==> config.mk <==
export PLATFORM = sky130hd
export DESIGN_NAME = ep_bank_ctrl
export DESIGN_NICKNAME = d
export VERILOG_FILES = /design/src/rtl/ep_bank_pkg.sv /design/src/rtl/ep_bank_ring.sv /design/src/rtl/ep_kill_ctl.sv /design/src/rtl/ep_irq_regs.sv /design/src/rtl/ep_bank_ctrl.sv
export SDC_FILE = /design/constraint.sdc
export NUM_CORES = 1
export LEC_CHECK = 0
export BUFFER_PORTS_ARGS = -buffer_cell sky130_fd_sc_hd__buf_2
export CAP_MARGIN = 20
export CORE_MARGIN = 2
export CORE_UTILIZATION = 35
export DETAILED_ROUTE_END_ITERATION = 7
export PLACE_DENSITY = 0.63
export SYNTH_ARGS = -nofsm -noshare
export SYNTH_HDL_FRONTEND = slang
export SYNTH_HIERARCHICAL = 1
export SYNTH_SLANG_ARGS = --single-unit
==> constraint.sdc <==
create_clock -name clk -period 2.9 [get_ports clk]
set_clock_uncertainty 0.15 [all_clocks]
set_input_delay 0.145 -clock clk [delete_from_list [all_inputs] [get_ports clk]]
set_output_delay 0.145 -clock clk [all_outputs]
set_load 0.02 [all_outputs]
==> src/rtl/ep_bank_pkg.sv <==
// Shared types and constants for the endpoint bank controller.
// Assumes: flag positions are fixed and decoded by software.
package ep_bank_pkg;

    // Endpoint direction; numeric codes are part of the parameter contract.
    typedef enum logic [1:0] {
        EPD_CTRL = 2'd0,
        EPD_IN   = 2'd1,
        EPD_OUT  = 2'd2
    } ep_dir_e;

    localparam int NFLAG    = 3;
    localparam int FLG_XFER = 0;
    localparam int FLG_BUSY = 1;
    localparam int FLG_KILL = 2;

endpackage

==> src/rtl/ep_bank_ring.sv <==
// Ring of bank indices: a tail pointer (next bank to be filled or
// committed), a head pointer (oldest busy bank) and the busy count.
// Assumes: the caller never pushes when full, never pops or drops when
// empty, and never pushes and drops in the same cycle.
module ep_bank_ring #(
    parameter int NUM_BANKS = 2,
    parameter int PTR_W     = 1,
    parameter int CNT_W     = 2
) (
    input  logic             clk,
    input  logic             rst_n,
    input  logic             push,
    input  logic             pop,
    input  logic             drop,
    output logic [PTR_W-1:0] tail,
    output logic [PTR_W-1:0] head,
    output logic [CNT_W-1:0] count,
    output logic [CNT_W-1:0] count_nxt
);

    localparam logic [PTR_W-1:0] LAST = PTR_W'(NUM_BANKS - 1);

    function automatic logic [PTR_W-1:0] step_fwd(input logic [PTR_W-1:0] p);
        return (p == LAST) ? '0 : p + PTR_W'(1);
    endfunction

    function automatic logic [PTR_W-1:0] step_back(input logic [PTR_W-1:0] p);
        return (p == '0) ? LAST : p - PTR_W'(1);
    endfunction

    // Occupancy after this cycle's events.
    always_comb begin
        count_nxt = count + CNT_W'(push) - CNT_W'(pop) - CNT_W'(drop);
    end

    // Pointer and count registers.
    always_ff @(posedge clk) begin
        if (!rst_n) begin
            tail  <= '0;
            head  <= '0;
            count <= '0;
        end else begin
            count <= count_nxt;
            if (push) begin
                tail <= step_fwd(tail);
            end else if (drop) begin
                tail <= step_back(tail);
            end
            if (pop) begin
                head <= step_fwd(head);
            end
        end
    end

endmodule

==> src/rtl/ep_kill_ctl.sv <==
// Kill-last-bank sequencer. Holds a pending request and, each cycle it is
// not held off, either discards the newest busy bank, refuses because the
// only busy bank is on the wire, or finishes empty-handed.
// Assumes: in_busy covers the token cycle through the sent cycle.
module ep_kill_ctl #(
    parameter int CNT_W = 2
) (
    input  logic             clk,
    input  logic             rst_n,
    input  logic             enable,
    input  logic             kill_req,
    input  logic             hold,
    input  logic             in_busy,
    input  logic [CNT_W-1:0] count,
    output logic             pending,
    output logic             drop,
    output logic             done
);

    logic attempt;
    logic empty;
    logic multi;

    // Arbitration between the pending kill and the bus side.
    always_comb begin
        attempt = pending && !hold;
        empty   = (count == '0);
        multi   = (count > CNT_W'(1));
        drop    = attempt && !empty && (multi || !in_busy);
        done    = attempt && (empty || drop);
    end

    // Pending flag: set by request, cleared only when the procedure ends.
    always_ff @(posedge clk) begin
        if (!rst_n) begin
            pending <= 1'b0;
        end else if (done) begin
            pending <= 1'b0;
        end else if (kill_req && enable) begin
            pending <= 1'b1;
        end
    end

endmodule

==> src/rtl/ep_irq_regs.sv <==
// Interrupt enables (set/clear strobes only), sticky status flags and the
// gated interrupt output.
// Assumes: flag events win over flag clears, enable clears win over sets.
module ep_irq_regs #(
    parameter int NFLAG = 3
) (
    input  logic             clk,
    input  logic             rst_n,
    input  logic [NFLAG-1:0] ie_set,
    input  logic [NFLAG-1:0] ie_clr,
    input  logic [NFLAG-1:0] flag_set,
    input  logic [NFLAG-1:0] flag_clr,
    output logic [NFLAG-1:0] ie,
    output logic [NFLAG-1:0] flags,
    output logic             irq
);

    // Enable and flag registers.
    always_ff @(posedge clk) begin
        if (!rst_n) begin
            ie    <= '0;
            flags <= '0;
        end else begin
            ie    <= (ie | ie_set) & ~ie_clr;
            flags <= (flags & ~flag_clr) | flag_set;
        end
    end

    // Interrupt request from enabled flags.
    always_comb begin
        irq = |(flags & ie);
    end

endmodule

==> src/rtl/ep_bank_ctrl.sv <==
// Bank controller for one endpoint. Maps software and bus events onto the
// bank ring according to the endpoint direction, drives the bank-control
// bit and feeds the flag/interrupt registers.
// Assumes: event strobes are single-cycle; software respects kill_busy.
module ep_bank_ctrl
    import ep_bank_pkg::*;
#(
    parameter int      NUM_BANKS = 2,
    parameter ep_dir_e EP_DIR    = EPD_IN,
    localparam int     PTR_W     = (NUM_BANKS > 1) ? $clog2(NUM_BANKS) : 1,
    localparam int     CNT_W     = $clog2(NUM_BANKS + 1)
) (
    input  logic             clk,
    input  logic             rst_n,
    input  logic [NFLAG-1:0] ie_set,
    input  logic [NFLAG-1:0] ie_clr,
    input  logic [NFLAG-1:0] flag_clr,
    input  logic             fifo_rel,
    input  logic             kill_set,
    input  logic             in_token,
    input  logic             pkt_sent,
    input  logic             pkt_rcvd,
    output logic             fifo_ctl,
    output logic             rw_allowed,
    output logic             kill_busy,
    output logic [CNT_W-1:0] busy_cnt,
    output logic [PTR_W-1:0] sw_bank,
    output logic [PTR_W-1:0] bus_bank,
    output logic [NFLAG-1:0] ie,
    output logic [NFLAG-1:0] flags,
    output logic             irq
);

    localparam logic [CNT_W-1:0] FULL = CNT_W'(NUM_BANKS);

    logic             fifo_q;
    logic             release_ok;
    logic             push, pop, kill_drop, kill_done;
    logic             kill_en, in_busy;
    logic             fifo_set, xfer_evt;
    logic             bus_evt;
    logic [PTR_W-1:0] tail, head;
    logic [CNT_W-1:0] cnt, cnt_nxt;
    logic [NFLAG-1:0] flag_set;

    // Software release is only meaningful while the bank is handed over.
    always_comb begin
        release_ok = fifo_rel && fifo_q;
        bus_evt    = (EP_DIR == EPD_OUT) ? pkt_rcvd : pkt_sent;
    end

    generate
        if (EP_DIR == EPD_IN) begin : g_in
            logic tx_active;

            // Track a transmission from IN token to packet sent.
            always_ff @(posedge clk) begin
                if (!rst_n) begin
                    tx_active <= 1'b0;
                end else if (pkt_sent) begin
                    tx_active <= 1'b0;
                end else if (in_token && (cnt != '0)) begin
                    tx_active <= 1'b1;
                end
            end

            // IN mapping: software commits, bus drains, kill trims the tail.
            always_comb begin
                push     = release_ok;
                pop      = bus_evt && (cnt != '0);
                kill_en  = 1'b1;
                in_busy  = in_token || tx_active || pkt_sent;
                fifo_set = !fifo_q && (cnt < FULL);
                xfer_evt = fifo_set;
            end
            assign sw_bank  = tail;
            assign bus_bank = head;
        end else if (EP_DIR == EPD_OUT) begin : g_out
            // OUT mapping: bus fills, software drains.
            always_comb begin
                push     = bus_evt && (cnt < FULL);
                pop      = release_ok;
                kill_en  = 1'b0;
                in_busy  = 1'b0;
                fifo_set = !fifo_q && (cnt != '0);
                xfer_evt = fifo_set;
            end
            assign sw_bank  = head;
            assign bus_bank = tail;
        end else begin : g_ctrl
            // Control mapping: no bank rotation, flag on any bus packet.
            always_comb begin
                push     = 1'b0;
                pop      = 1'b0;
                kill_en  = 1'b0;
                in_busy  = 1'b0;
                fifo_set = 1'b0;
                xfer_evt = bus_evt || pkt_rcvd;
            end
            assign sw_bank  = '0;
            assign bus_bank = '0;
        end
    endgenerate

    ep_bank_ring #(
        .NUM_BANKS(NUM_BANKS),
        .PTR_W    (PTR_W),
        .CNT_W    (CNT_W)
    ) u_ring (
        .clk      (clk),
        .rst_n    (rst_n),
        .push     (push),
        .pop      (pop),
        .drop     (kill_drop),
        .tail     (tail),
        .head     (head),
        .count    (cnt),
        .count_nxt(cnt_nxt)
    );

    ep_kill_ctl #(
        .CNT_W(CNT_W)
    ) u_kill (
        .clk     (clk),
        .rst_n   (rst_n),
        .enable  (kill_en),
        .kill_req(kill_set),
        .hold    (release_ok),
        .in_busy (in_busy),
        .count   (cnt),
        .pending (kill_busy),
        .drop    (kill_drop),
        .done    (kill_done)
    );

    // Bank-control bit: raised by hardware, lowered by software release.
    always_ff @(posedge clk) begin
        if (!rst_n) begin
            fifo_q <= 1'b0;
        end else if (fifo_set) begin
            fifo_q <= 1'b1;
        end else if (release_ok) begin
            fifo_q <= 1'b0;
        end
    end

    // Flag events collected at their bit positions.
    always_comb begin
        flag_set           = '0;
        flag_set[FLG_XFER] = xfer_evt;
        flag_set[FLG_BUSY] = (cnt_nxt != cnt);
        flag_set[FLG_KILL] = kill_done;
    end

    ep_irq_regs #(
        .NFLAG(NFLAG)
    ) u_irq (
        .clk     (clk),
        .rst_n   (rst_n),
        .ie_set  (ie_set),
        .ie_clr  (ie_clr),
        .flag_set(flag_set),
        .flag_clr(flag_clr),
        .ie      (ie),
        .flags   (flags),
        .irq     (irq)
    );

    assign fifo_ctl   = fifo_q;
    assign rw_allowed = fifo_q;
    assign busy_cnt   = cnt;

endmodule

# --- After elaboration in Yosys (flattened, before gate mapping) ---
# Cells that the tools add are included.
totals:
  reg_bits: 13
  inputBits: 16
  elab_cells: 55
  output_inout_bits: 14
op_classes:
  n_lt_le_gt_ge: 2
  n_eq_ne: 1
  addsub: 6
  n_reduce_logical: 23
  bitwise_logic: 8
  n_mux: 7
ops:
  columns: ["op", "n"]
  rows:
  - ["$and 3x3->3", 3]
  - ["$logic_and 1x1->1", 8]
  - ["$mux 1", 7]
  - ["$not 3->3", 2]
  - ["$or 3x3->3", 2]
  - ["$reduce_bool 2->1", 3]
  - ["$logic_not 1->1", 4]
  - ["$logic_or 1x1->1", 4]
  - ["$reduce_or 2->1", 2]
  - ["$sub 2x1->2", 2]
  - ["$reduce_or 3->1", 1]
  - ["$add 1x1->1 const B", 2]
  - ["$add 2x1->2", 1]
  - ["$gt 2x1->1 const B", 1]
  - ["$logic_not 2->1", 1]
  - ["$lt 2x2->1 const B", 1]
  - ["$ne 2x2->1", 1]
  - ["$not 1->1", 1]
  - ["$sub 1x1->1 const B", 1]

# --- Logic depth before layout (Yosys ltp) ---
depth:
  word_depth: 8
  ltp_mapped: 10
  mapped_depth_nobuf: 10

# --- Cells and area by module ---
# Netlist, hierarchy kept.
by_module_without_submodules:
  columns: ["module", "instances", "cells_each", "seq_area_each_um2", "area_each_um2"]
  rows:
  - ["ep_irq_regs", 1, 20, 120.1, 209.0]
  - ["ep_bank_ring", 1, 16, 80.1, 187.7]
  - ["ep_bank_ctrl", 1, 16, 40.0, 138.9]
  - ["ep_kill_ctl", 1, 9, 20.0, 71.3]

# --- Least setup slack after synthesis ---
# OpenSTA, ideal clock, no wires.
synth_timing:
  path_kind: "reg2reg"
  from: "reg g_in.tx_active"
  to: "reg u_irq.flags[1]"
  setup_time_ns: 0.115
  stages_incl_launch_ff: 11
  arrival_time_ns: 2.385
  setup_slack_ns: 0.251
  required_time_ns: 2.635
  path_buffers: 0
  synth_period_minus_slack_ns: 2.649
  path_cell_list: "dfxtp_1 -> or3_1 -> nand2b_1 -> a21oi_1 -> inv_1 -> fa_1 -> ha_1 -> xnor3_1 -> xnor2_1 -> nand2_1 -> o21a_1"
synth_between:
  elab_chain_len: 8
synth_rtl:
  columns: ["item", "line", "rtl"]
  rows:
  - ["start: declaration", "ep_bank_ctrl.sv:54", "logic tx_active;"]
  - ["start signal: assignment", "ep_bank_ctrl.sv:59", "tx_active <= 1'b0;"]
  - ["start signal: assignment", "ep_bank_ctrl.sv:61", "tx_active <= 1'b0;"]
  - ["start signal: assignment", "ep_bank_ctrl.sv:63", "tx_active <= 1'b1;"]
  - ["$logic_or 1x1->1 (2 in series)", "ep_bank_ctrl.sv:72", "in_busy = in_token || tx_active || pkt_sent;"]
  - ["net in_busy", "ep_bank_ctrl.sv:39", "logic kill_en, in_busy;"]
  - ["$logic_not 1->1", "ep_kill_ctl.sv:29", "drop = attempt && !empty && (multi || !in_busy);"]
  - ["$logic_or 1x1->1", "ep_kill_ctl.sv:29", null]
  - ["$logic_and 1x1->1", "ep_kill_ctl.sv:29", null]
  - ["net kill_drop", "ep_bank_ctrl.sv:38", "logic push, pop, kill_drop, kill_done;"]
  - ["$sub 2x1->2", "ep_bank_ring.sv:33", "count_nxt = count + CNT_W'(push) - CNT_W'(pop) - CNT_W'(drop);"]
  - ["net cnt_nxt[1]", "ep_bank_ctrl.sv:43", "logic [CNT_W-1:0] cnt, cnt_nxt;"]
  - ["$ne 2x2->1", "ep_bank_ctrl.sv:151", "flag_set[FLG_BUSY] = (cnt_nxt != cnt);"]
  - ["net flag_set[1]", "ep_bank_ctrl.sv:44", "logic [NFLAG-1:0] flag_set;"]
  - ["$or 3x3->3", "ep_irq_regs.sv:25", "flags <= (flags & ~flag_clr) | flag_set;"]
  - ["end signal: assignment", "ep_irq_regs.sv:25", null]
  - ["end: declaration", "ep_irq_regs.sv:14", "output logic [NFLAG-1:0] flags,"]
# The timed path passes the listed nets, and every way through them passes these cells.
# A chain may end at the register's enable or synchronous reset.

# --- Worst setup path after layout ---
# Same ends and word-level chain as after synthesis.

==> run_results.csv <==
group,metric,value,unit
routing,ant_nets,0,
finish,stdcell_count,115,
sta,timing.setup.tns,0,ns
die,dieArea,2083,µm²
finish,nNetsFinal,117,
die,die_w,45.64,µm
setup_path,critPathTopFamily,"adder cells",
clocking,post_cts_resized,0,
pwr,leakage,0.4312,nW
placed_design,dpl_cell_area,760.7,µm²
sta,whs,0.009788,ns
finish,postLayoutCoreUtil,0.5071,
synth,ys_warn_count,6,
clocking,clkLatencyLatePin,0.27,ns
pwr,max-vdd-ir-drop,305.4,µV
finish,final_cell_mix,"buf_2 (28), dfxtp_1 (13), nor2_1 (6), dlygate4sd3_1 (6)",
die,die_h,45.64,µm
sta,timing.fmax,360.5,MHz
grt,grt_util_met2,0.2028,
sta,drv_slew,0,
setup_path,worst-setup-path-type,"flip-flop to flip-flop",
routing,avgViaCountPerCell,4.635,
synth,syn-num-nets,79,
synth,synth_cell_types,27,
sta,rsz0062_at_grt,"no",
synth,yosysTopAreaCell,"dfxtp_1",
routing,vias,533,
grt,grt_pass1_wl,1.856,mm
pwr,total_power,0.6376,mW
sta,setup_viol,0,
clocking,cts_tree,"done",
routing,totalWireLength,1.264,mm
routing,routedWlPerCell,10.99,µm
setup_path,critPathBufInv,1,
synth,synthesis.instances,61,
clocking,cts.sinks,13,
setup_path,crit_slowest_cell,"fa_1",
sta,min_period,2.774,ns
clocking,numCtsBuffers,3,
die,core_area,1670,µm²
finish,layout_commonest_cell,"buf_2",
clocking,path_clk_slew,0.08,ns
grt,grt_max_degree,14,
pwr,power_density,752.7,nW/µm²
sta,setup_slack,0.1260,ns
clocking,cts_root_buf,"clkbuf_4",
placed_design,dp_cells,105,
run,max-cap-violations,0,
synth,synth_edf_count,0,
placed_design,gp_congestion,0.6733,
routing,remaining_drc_errors,0,
sta,hold_viol,0,
synth,ys_async_sr_fraction,0,
placed_design,port_buffers,28,
synth,netlist_area,606.8,µm²
grt,grtUsageMet3,0.02381,
finish,layout-drive-gt1-share,0.3367,
placed_design,place_hpwl,916.6,µm
routing,drtIter0Drc,11,
synth,synth_area_per_cell,9.948,µm²
setup_path,worstPathMaxFanout,3,
finish,area_growth,39.59,%
clocking,clock_path_buffers,2,
synth,yosysSeqAreaShare,0.4289,
setup_path,critical_path.max_stage_delay,0.44,ns
grt,antenna_found_initial,0,
finish,design_area,847.1,µm²
grt,grt_use_met1,0.1626,
placed_design,place_ws,0.1283,ns
setup_path,end_kind,"flip-flop",
die,fp-row-count,15,
grt,grt_pass1_vias,426,
sta,period_share,0.9566,
die,ios,30,
grt,grt_overflow,0,
synth,synth.ff_latch_count,13,
grt,grt.busiest_layer,"met2",
die,initial_core_util,0.3633,
grt,grt_util_all_layers,0.1307,
synth,synth_top_area_frac,0.4289,
setup_path,crit_path_start_kind,"flip-flop",
setup_path,cp.required,2.92,ns
setup_path,cp.arrival,2.80,ns
synth,synth_ff_type,"dfxtp_1",
synth,synthTopCellsByArea,"dfxtp_1 (43%), o21a_1 (4.9%), and2_1 (4.1%)",
routing,drt-pass1-iter-count,4,
outcome,run_status,"completed",
setup_path,cp_cell_sequence,"or3_1 -> nand2b_1 -> a21oi_1 -> inv_1 -> fa_1 -> ha_1 -> xnor3_1 -> xnor2_1 -> nand2_1 -> o21a_1",
clocking,htree_levels,1,
hold_path,hold_class,"input pin to flip-flop",
finish,num_antenna_cells,0,
[cell type report]
type	instances	area, µm²
fill	176	823.3
sequential	13	260.3
inverter	4	15.01
multi-input combinational	43	324.1
timing repair buffer	34	200.2
tap	17	21.27
clock buffer	4	26.28
[cells in the mapped netlist, types with 2 or more instances]
library cell / number
dfxtp_1: 13
nor2_1: 6
and2_1: 4
inv_1: 4
nor2b_1: 4
o21a_1: 4
nor3b_1: 3
nand2b_1: 2
or3_1: 2
xnor2_1: 2
[worst min-delay path: stages]
cell and delay [ns]:
buf_2 0.09, nor2_1 0.09, nor3b_1 0.05
[repair_timing]
action	CTS	global route
hold buffers	6	0
setup buffers	0	0
endpoints found under the hold margin	4	0
[cells by family (layout without fill, tap and decap cells)]
group | after synthesis | count (layout) | synth area share
flip-flops | 13 | 13 | 0.4289
adder cells (fa/ha/maj) | 2 | 2 | 0.05361
buffers and inverters | 5 | 42 | 0.03711
other | 1 | 1 | 0.006180
XOR/XNOR | 4 | 4 | 0.08042
AND/OR/NAND/NOR | 27 | 27 | 0.2824
AO/OA/AOI/OAI | 9 | 9 | 0.1113
[metal layers]
metal  vias up  wire (µm)
met4         0         16
met3         2         35
li1        279          -
met1       245        565
met2         7        646
met5         -          0
[power breakdown]
part | leakage, nW | internal (mW) | switching [mW] | total [mW]
clock network | 0.0150 | 0.0532 | 0.0562 | 0.109
logic | 0.309 | 0.141 | 0.133 | 0.274
registers | 0.107 | 0.215 | 0.0396 | 0.254
total | 0.431 | 0.409 | 0.229 | 0.638
[state kept, by name, summed over array words and instances (netlist names)]
register / cells
u_ring/tail: 1
u_irq/flags: 3
u_ring/head: 1
u_ring/count: 2
u_kill/pending: 1
u_irq/ie: 3
g_in.tx_active: 1
fifo_ctl: 1
[path summary, 6_finish.rpt]
path | slack [ns] | cells past startpoint | startpoint | end
min reg2reg | 0.35 | 2 | u_irq/ie[1]$_SDFF_PN0_ | u_irq/ie[1]$_SDFF_PN0_
max | 0.13 | 10 | g_in.tx_active$_SDFFE_PP0P_ | u_irq/flags[1]$_SDFF_PN0_
max reg2reg | 0.13 | 10 | g_in.tx_active$_SDFFE_PP0P_ | u_irq/flags[1]$_SDFF_PN0_
min | 0.01 | 3 | ie_set[1] | u_irq/ie[1]$_SDFF_PN0_
Power figures use the tool's default switching activity.
